$ cat config.mk
export PLATFORM = sky130hd
export DESIGN_NAME = sqwave_timer
export DESIGN_NICKNAME = d
export VERILOG_FILES = /design/src/rtl/sqwave_pkg.sv /design/src/rtl/sqwave_ctrl.sv /design/src/rtl/sqwave_dp.sv /design/src/rtl/sqwave_timer.sv
export SDC_FILE = /design/constraint.sdc
export NUM_CORES = 1
export LEC_CHECK = 0
export CAP_MARGIN = 30
export CORE_MARGIN = 8
export CORE_UTILIZATION = 25
export DETAILED_ROUTE_END_ITERATION = 8
export SYNTH_ARGS = -nofsm -noshare
export SYNTH_HDL_FRONTEND = slang
export SYNTH_SLANG_ARGS = --single-unit
$ cat constraint.sdc
create_clock -name clk -period 2.32 [get_ports clk]
set_clock_uncertainty 0.1 [all_clocks]
set_input_delay 0.464 -clock clk [delete_from_list [all_inputs] [get_ports clk]]
set_output_delay 0.464 -clock clk [all_outputs]
set_load 0.1 [all_outputs]
$ cat src/rtl/sqwave_pkg.sv
`timescale 1ns/1ps
package sqwave_pkg;
  localparam int COUNT_W     = 16;
  localparam int MODE_W      = 3;
  localparam int COUNT_LSB   = 0;
  localparam int MODE_LSB    = COUNT_LSB + COUNT_W;
  localparam int DIAG_BIT    = MODE_LSB + MODE_W;
  localparam int LEVEL_BIT   = DIAG_BIT + 1;
  localparam int FIELDS_W    = LEVEL_BIT + 1;
  localparam int PIN_DIR_BIT = 0;
  localparam int PIN_EN_BIT  = 1;
  localparam logic [MODE_W-1:0] TOGGLE_MODE = 3'd7;

  typedef struct packed {
    logic               diag;
    logic [MODE_W-1:0]  mode;
    logic [COUNT_W-1:0] count;
  } cfg_t;

  typedef struct packed {
    logic restart;
    logic run;
  } strobe_t;
endpackage

$ cat src/rtl/sqwave_ctrl.sv
`timescale 1ns/1ps
module sqwave_ctrl
  import sqwave_pkg::*;
#(
  parameter int DATA_W = 32
) (
  input  logic              clk,
  input  logic              rstN,
  input  logic              wrEn,
  input  logic              wrSel,
  input  logic [DATA_W-1:0] wrData,
  output cfg_t              cfg,
  output strobe_t           strobe,
  output logic              driveEn
);
  logic dirBit;
  logic enBit;
  logic cfgWrite;
  logic pinWrite;

  assign cfgWrite = wrEn && !wrSel;
  assign pinWrite = wrEn && wrSel;

  always_ff @(posedge clk or negedge rstN) begin
    if (!rstN) begin
      cfg <= '0;
    end else if (cfgWrite) begin
      cfg.count <= wrData[COUNT_LSB +: COUNT_W];
      cfg.mode  <= wrData[MODE_LSB +: MODE_W];
      cfg.diag  <= wrData[DIAG_BIT];
    end
  end

  always_ff @(posedge clk or negedge rstN) begin
    if (!rstN) begin
      dirBit <= 1'b0;
      enBit  <= 1'b0;
    end else if (pinWrite) begin
      dirBit <= wrData[PIN_DIR_BIT];
      enBit  <= wrData[PIN_EN_BIT];
    end
  end

  assign strobe.restart = cfgWrite;
  assign strobe.run     = (cfg.mode == TOGGLE_MODE) && !cfgWrite;
  assign driveEn        = dirBit && enBit;

  // pin-control writes never disturb the timer configuration
  assert_pin_write_keeps_cfg_R7: assert property (@(posedge clk) disable iff (!rstN)
    (wrEn && wrSel) |=> $stable(cfg));
endmodule

$ cat src/rtl/sqwave_dp.sv
`timescale 1ns/1ps
module sqwave_dp
  import sqwave_pkg::*;
#(
  parameter int PRESCALE = 520
) (
  input  logic               clk,
  input  logic               rstN,
  input  strobe_t            strobe,
  input  logic [COUNT_W-1:0] count,
  output logic               level
);
  localparam int PRE_W = (PRESCALE > 1) ? $clog2(PRESCALE) : 1;
  localparam logic [PRE_W-1:0] PRE_LAST = PRE_W'(PRESCALE - 1);

  logic [PRE_W-1:0]   presc;
  logic               tick;
  logic [COUNT_W-1:0] ticks;
  logic               spanEnd;

  generate
    if (PRESCALE > 1) begin : gPresc
      always_ff @(posedge clk or negedge rstN) begin
        if (!rstN)               presc <= '0;
        else if (strobe.restart) presc <= '0;
        else if (strobe.run)     presc <= (presc == PRE_LAST) ? '0 : presc + 1'b1;
      end
      assign tick = strobe.run && (presc == PRE_LAST);
    end else begin : gNoPresc
      assign presc = '0;
      assign tick  = strobe.run;
    end
  endgenerate

  assign spanEnd = tick && (ticks == count);

  always_ff @(posedge clk or negedge rstN) begin
    if (!rstN)               ticks <= '0;
    else if (strobe.restart) ticks <= '0;
    else if (tick)           ticks <= (ticks == count) ? '0 : ticks + 1'b1;
  end

  always_ff @(posedge clk or negedge rstN) begin
    if (!rstN)               level <= 1'b0;
    else if (strobe.restart) level <= 1'b0;
    else if (spanEnd)        level <= ~level;
  end

  // prescaler never leaves its range
  assert_presc_range_R2: assert property (@(posedge clk) disable iff (!rstN)
    presc <= PRE_LAST);

  // tick counter never passes the reload count
  assert_ticks_range_R3: assert property (@(posedge clk) disable iff (!rstN)
    ticks <= count);

  // the level only changes on the last prescaler step
  assert_toggle_on_tick_R2: assert property (@(posedge clk) disable iff (!rstN)
    (!$past(strobe.restart) && (level != $past(level))) |-> ($past(presc) == PRE_LAST));

  // outside toggle mode the level is frozen
  assert_hold_level_R4: assert property (@(posedge clk) disable iff (!rstN)
    (!strobe.run && !strobe.restart) |=> $stable(level));

  // a timer write clears timing state and drops the level
  assert_restart_clears_R5: assert property (@(posedge clk) disable iff (!rstN)
    strobe.restart |=> (!level && presc == '0 && ticks == '0));
endmodule

$ cat src/rtl/sqwave_timer.sv
`timescale 1ns/1ps
module sqwave_timer
  import sqwave_pkg::*;
#(
  parameter int PRESCALE = 520,
  parameter int DATA_W   = 32
) (
  input  logic              clk,
  input  logic              rstN,
  input  logic              wrEn,
  input  logic              wrSel,
  input  logic [DATA_W-1:0] wrData,
  output logic [DATA_W-1:0] rdData,
  output logic              pinOut,
  output logic              pinOe
);
  cfg_t    cfg;
  strobe_t strobe;
  logic    level;
  logic    driveEn;

  sqwave_ctrl #(.DATA_W(DATA_W)) uCtrl (
    .clk     (clk),
    .rstN    (rstN),
    .wrEn    (wrEn),
    .wrSel   (wrSel),
    .wrData  (wrData),
    .cfg     (cfg),
    .strobe  (strobe),
    .driveEn (driveEn)
  );

  sqwave_dp #(.PRESCALE(PRESCALE)) uDp (
    .clk    (clk),
    .rstN   (rstN),
    .strobe (strobe),
    .count  (cfg.count),
    .level  (level)
  );

  assign rdData = DATA_W'({level, cfg.diag, cfg.mode, cfg.count});
  assign pinOe  = driveEn;
  assign pinOut = level && driveEn;

  // no output activity without drive enable
  assert_pin_gate_R7: assert property (@(posedge clk) disable iff (!rstN)
    !pinOe |-> !pinOut);

  // driven pin follows the live level shown in readback
  assert_pin_follows_R9: assert property (@(posedge clk) disable iff (!rstN)
    pinOe |-> (pinOut == rdData[LEVEL_BIT]));
endmodule

### After elaboration in Yosys (flattened, before gate mapping)

Index checks and enable logic that the tools add are counted.

* add/sub/neg operators: 2
* equality and inequality tests: 3
* muxes and demuxes: 8
* bitwise gates (word level): 1
* reduce and logical (&&, ||, !) cells: 12

Operators with widths (number)
* 2-to-1 mux 16 bit: 3
* 2-to-1 mux 10 bit: 3
* adder 16 x 1 -> 16 bit, second input constant: 1
* equality test 16 bit: 1
* adder 10 x 1 -> 10 bit, second input constant: 1
* equality test 10 bit, second input constant: 1
* logical AND 1 bit: 7
* nonzero test 2 bit: 3
* equality test 3 bit, second input constant: 1
* zero test 1 bit: 2
* 2-to-1 mux 1 bit: 2
* inverter 1 bit: 1

* flip-flop bits (word level): 49
* bits of input ports: 36

### Logic depth before layout (Yosys ltp)

* word-level depth: 8
* mapped depth: 8
* depth with buffers taken out: 6

### By module

Synthesis repeated with hierarchy kept, for this count alone.

* cells, all modules: 230
* area, all modules: 2552.4 µm²

Modules (own cells, without submodules)
* sqwave_dp: instances 1, cells each 164, area an instance 1580.3 µm², seq. area each 675.6 µm²
* sqwave_ctrl: instances 1, cells each 52, area an instance 872.1 µm², seq. area each 550.5 µm²
* sqwave_timer: instances 1, cells each 14, area an instance 100.1 µm², seq. area each 0.0 µm²

### Least setup slack after synthesis

Ideal clock, no wire load.

* kind: reg-to-reg
* start: register, netlist name uCtrl.cfg[6]
* end: register uDp.ticks[6]
* data arrival time: 2099 ps
* required time: 2090 ps
* setup slack: -9 ps
* cell stages (with the launch flop): 7
* cell sequence: dfrtp_1 > xor2_1 > nor4_1 > nand4_1 > buf_2 > a22oi_1 > o31ai_2

* longest elaborated chain between the ends: 4

Ends and longest elaborated chain
* equality test 16 bit: line sqwave_dp.sv:40 `else if (tick) ticks <= (ticks == count) ? '0 : ticks + 1'b1;`
* 2-to-1 mux 16 bit (2 in series): line sqwave_dp.sv:40
* 2-to-1 mux 16 bit: line sqwave_dp.sv:39 `else if (strobe.restart) ticks <= '0;`
* end signal: assignment: line sqwave_dp.sv:40
* end: declaration: line sqwave_dp.sv:18 `logic [COUNT_W-1:0] ticks;`

Every way passes these cells. The select of a mux whose other input is x is not followed.
A chain may end at the register's enable or synchronous reset.

### Worst setup path in the final report

* start: register uDp.presc[5]
* end: register uDp.presc[3]

* longest elaborated chain between the ends: 4

Ends and longest elaborated chain
* start: declaration: line sqwave_dp.sv:16 `logic [PRE_W-1:0] presc;`
* start signal: assignment: line sqwave_dp.sv:26 `else if (strobe.run) presc <= (presc == PRE_LAST) ? '0 : presc + 1'b1;`
* equality test 10 bit: line sqwave_dp.sv:26
* 2-to-1 mux 10 bit (2 in series): line sqwave_dp.sv:26
* 2-to-1 mux 10 bit: line sqwave_dp.sv:25 `else if (strobe.restart) presc <= '0;`

Every way passes these cells. The select of a mux whose other input is x is not followed.

==> flow_metrics.py <==
metrics = {
    "grt": {
        "grt_max_degree": 26,
        "grt_usage_pct": 9.78,
        "grt_pass1_vias": 2315,
        "antenna_found_initial": 0,
        "grt_pass1_wl_mm": 11.6,
        "grt_overflow": 0,
    },
    "yosys": {
        "synth_edf_count": 0,
        "yosys.area_share.simple_pct": 27.2,
        "ys_ff_latch": 49,
        "synthAdderAreaFrac_pct": 0.934,
        "synth_xor_area_share_pct": 6.21,
        "synthesis.area_mm2": 0.00268,
        "synth_warnings": 0,
        "async_reset_ff_share_pct": 100,
        "ys_types": 40,
        "avgSynthCellArea_um2": 8.79,
        "synth_top_family_by_area": "simple AND/OR/NAND/NOR gates",
        "yosysSeqAreaShare_pct": 45.8,
        "synth_flop_cell": "dfrtp_1",
        "synthMuxAreaShare_pct": 2.38,
        "synth_compound_area_share_pct": 10.6,
        "synthCells": 305,
    },
    "pwr": {
        "p_leak_nw": 1.63,
        "power.density_mw_per_mm2": 709,
        "seqPwrFrac_pct": 40.3,
        "swShare_pct": 37.6,
        "p_int_mw": 1.49,
        "p_comb_share_pct": 29.0,
        "p_switching_uw": 897,
        "max-vdd-ir-drop_mv": 0.250,
        "clkPwrFrac_pct": 30.7,
    },
    "worst_setup_path": {
        "reg2reg_from": "uDp.presc[5]",
        "arrival_ns": 2.19,
        "start_kind": "register",
        "endpoint_kind": "register",
        "critical_path.max_fanout": 5,
        "crit_type": "register to register",
        "critPathRequiredTime_ns": 2.41,
        "crit_path_start": "uDp.presc[5]",
        "rr_worst_depth": 6,
    },
    "cts": {
        "insertion_delay_ns": 0.31,
        "cts.sinks": 49,
        "cts_tree": "built",
        "cts_setup_buffers": 0,
        "numCtsBuffers": 5,
        "clockBufferDepth": 2,
        "ctsHoldBuffers": 0,
        "clkTransAtPathRegs_ns": 0.10,
        "htreeDepth": 2,
        "cts_resized": 0,
        "cts_root_buf": "clkbuf_8",
    },
    "final_layout": {
        "multi_input_area_mm2": 0.00131,
        "synthToLayoutAreaGrowth_pct": 25.6,
        "area.sequential_mm2": 0.00123,
        "nets": 391,
        "diodes": 0,
        "drive_above_1_share_pct": 16.4,
        "fill_cells": 1137,
    },
    "floorplan": {
        "start_util_pct": 25.2,
        "coreArea_mm2": 0.0107,
        "row_count": 38,
        "die_h_um": 120,
        "dieArea_mm2": 0.0143,
        "fp.dieW_um": 120,
        "io-pin-count": 70,
    },
    "timing": {
        "hold_ws_ns": 0.0272,
        "hold_violations": 0,
        "rsz0062_at_grt": "false",
        "tns_ns": 0,
        "worst_slew_pin_slew_ns": 0.762,
        "setup_viol": 0,
        "slew_viol_final": 0,
        "period_minus_slack_ns": 2.10,
        "fmax_ghz": 0.476,
        "relSlewSlack_pct": 49.2,
        "fin_crit_sh_pct": 90.6,
    },
    "route": {
        "via_count": 2294,
        "first_pass_iters": 4,
        "wl_per_cell_um": 14.0,
        "ant_nets": 0,
        "viasPerCell": 4.64,
        "drt_iter0_markers": 73,
        "drc": 0,
        "wl_mm": 6.92,
    },
    "place": {
        "io_buffers": 46,
        "dp_hpwl_mm": 5.23,
        "gp_congestion": 0.819,
    },
    "worst_hold_path": {
        "hold_path_class": "primary input to asynchronous set/reset pin",
    },
    "status": {
        "status": "finished clean",
    },
    "job": {
        "max_cap_violations": 0,
    },
}
[cell type report]
| class | instances | area share (%) |
|---|---|---|
| multi-input combinational | 234 | 39.0 |
| sequential | 49 | 36.5 |
| timing repair buffer | 59 | 14.7 |
| tap | 140 | 5.20 |
| clock buffer | 5 | 2.04 |
| clock inverter | 3 | 2.04 |
| inverter | 4 | 0.446 |
[cell families (layout without fill, tap and decap cells)]
family          count (synthesis)  in the layout
fa+ha+maj                       2              2
flops                          49             49
xor+xnor                       19             19
compound gates                 41             41
simple gates                  155            155
other cells                     1             11
buf+inv                        32             71
mux                             6              6
[cell usage in the layout, fill, tap and decap left out, types with 4 or more instances in the layout]
cell / synthesis / final
a22o_1: 4 / 4
a22oi_1: 4 / 4
a31oi_1: 8 / 8
and3_1: 12 / 12
buf_4: 13 / 36
clkbuf_8: 0 / 5
clkdlybuf4s50_1: 0 / 22
conb_1: 1 / 11
dfrtp_1: 49 / 46
inv_1: 4 / 4
nand2_1: 86 / 86
nand3_1: 19 / 19
nand4_1: 5 / 5
nor2_1: 7 / 7
nor3_1: 7 / 7
nor4_1: 7 / 7
o21ai_0: 8 / 8
xor2_1: 19 / 19
[cell usage after synthesis, types with 2 or more instances]
master	number	area share, %
nor2_1	7	0.98
a31oi_1	8	1.9
o31a_1	2	0.65
nor3_1	7	1.3
buf_1	2	0.28
nand4_1	5	1.2
nor4_1	7	1.6
a22oi_1	4	1.1
inv_1	4	0.56
and2_1	3	0.70
o21ai_1	3	0.56
nand3_1	19	3.5
buf_4	13	3.6
nand2_1	86	12
xor2_1	19	6.2
dfrtp_1	49	46
a22o_1	4	1.3
o21ai_0	8	1.5
o211ai_1	2	0.56
ha_1	2	0.93
buf_2	4	0.75
o31ai_2	2	0.93
mux2i_1	3	1.1
mux2_2	3	1.3
clkbuf_1	8	1.1
o2111ai_1	2	0.65
nand2b_1	3	0.70
o22ai_1	3	0.70
and3_1	12	2.8
[metal layers]
metal,GRT usage (%),routed length (µm),part of all wire (%),up-vias
li1,-,-,-,1126
met1,11.4,2900,42,1091
met2,17.1,3580,52,65
met3,1.83,285,4.1,12
met4,4.22,155,2.2,0
met5,0,0,0,-
[sequential cells by signal, indices dropped and copies added (netlist names)]
name,count
uDp.ticks,16
uCtrl.cfg,20
uDp.level,1
uCtrl.enBit,1
uDp.presc,10
uCtrl.dirBit,1
[power groups by stage]
stage	Clock (mW)	Sequential (mW)	Combinational [mW]
final	0.733	0.961	0.692
after global routing	0.790	0.969	0.723
after CTS	0.753	0.962	0.699
after detailed placement	0	0.979	0.698
after global placement	0	0.978	0.694
after floorplan	0	1.28	0.214
[path summary, 6_finish.rpt]
check                                end  slack (ns)
max reg2reg                 uDp.presc[3]        0.22
min reg2reg                uCtrl.cfg[19]        0.39
min in group clk           uCtrl.cfg[19]        0.39
min                         uDp.ticks[4]        0.03
max                         uDp.presc[3]        0.22
max in group asynchronous  uDp.ticks[11]        1.43
[stage by stage]
stage | total power [mW] | util [%] | instances | area (µm²) | setup WS [ns]
final | 2.39 | 31.6 | 494 | 3370 | 0.219
after global routing | 2.48 | 31.6 | 494 | 3370 | 0.0811
after CTS | 2.41 | 31.6 | 494 | 3370 | 0.210
after detailed placement | 1.68 | 30.3 | 486 | 3230 | 0.101
after global placement | 1.67 | 30.3 | 486 | 3230 | 0.117
after floorplan | 1.50 | - | 315 | 2720 | 0.00202
[critical path, stage by stage, from the launching register on]
cell	delay, ns
dfrtp_1	0.42
or4b_4	0.58
nor3_4	0.24
buf_4	0.17
nor2_1	0.08
a21o_1	0.19
a22o_1	0.22
Note: power is estimated with default switching activity, not from simulation.
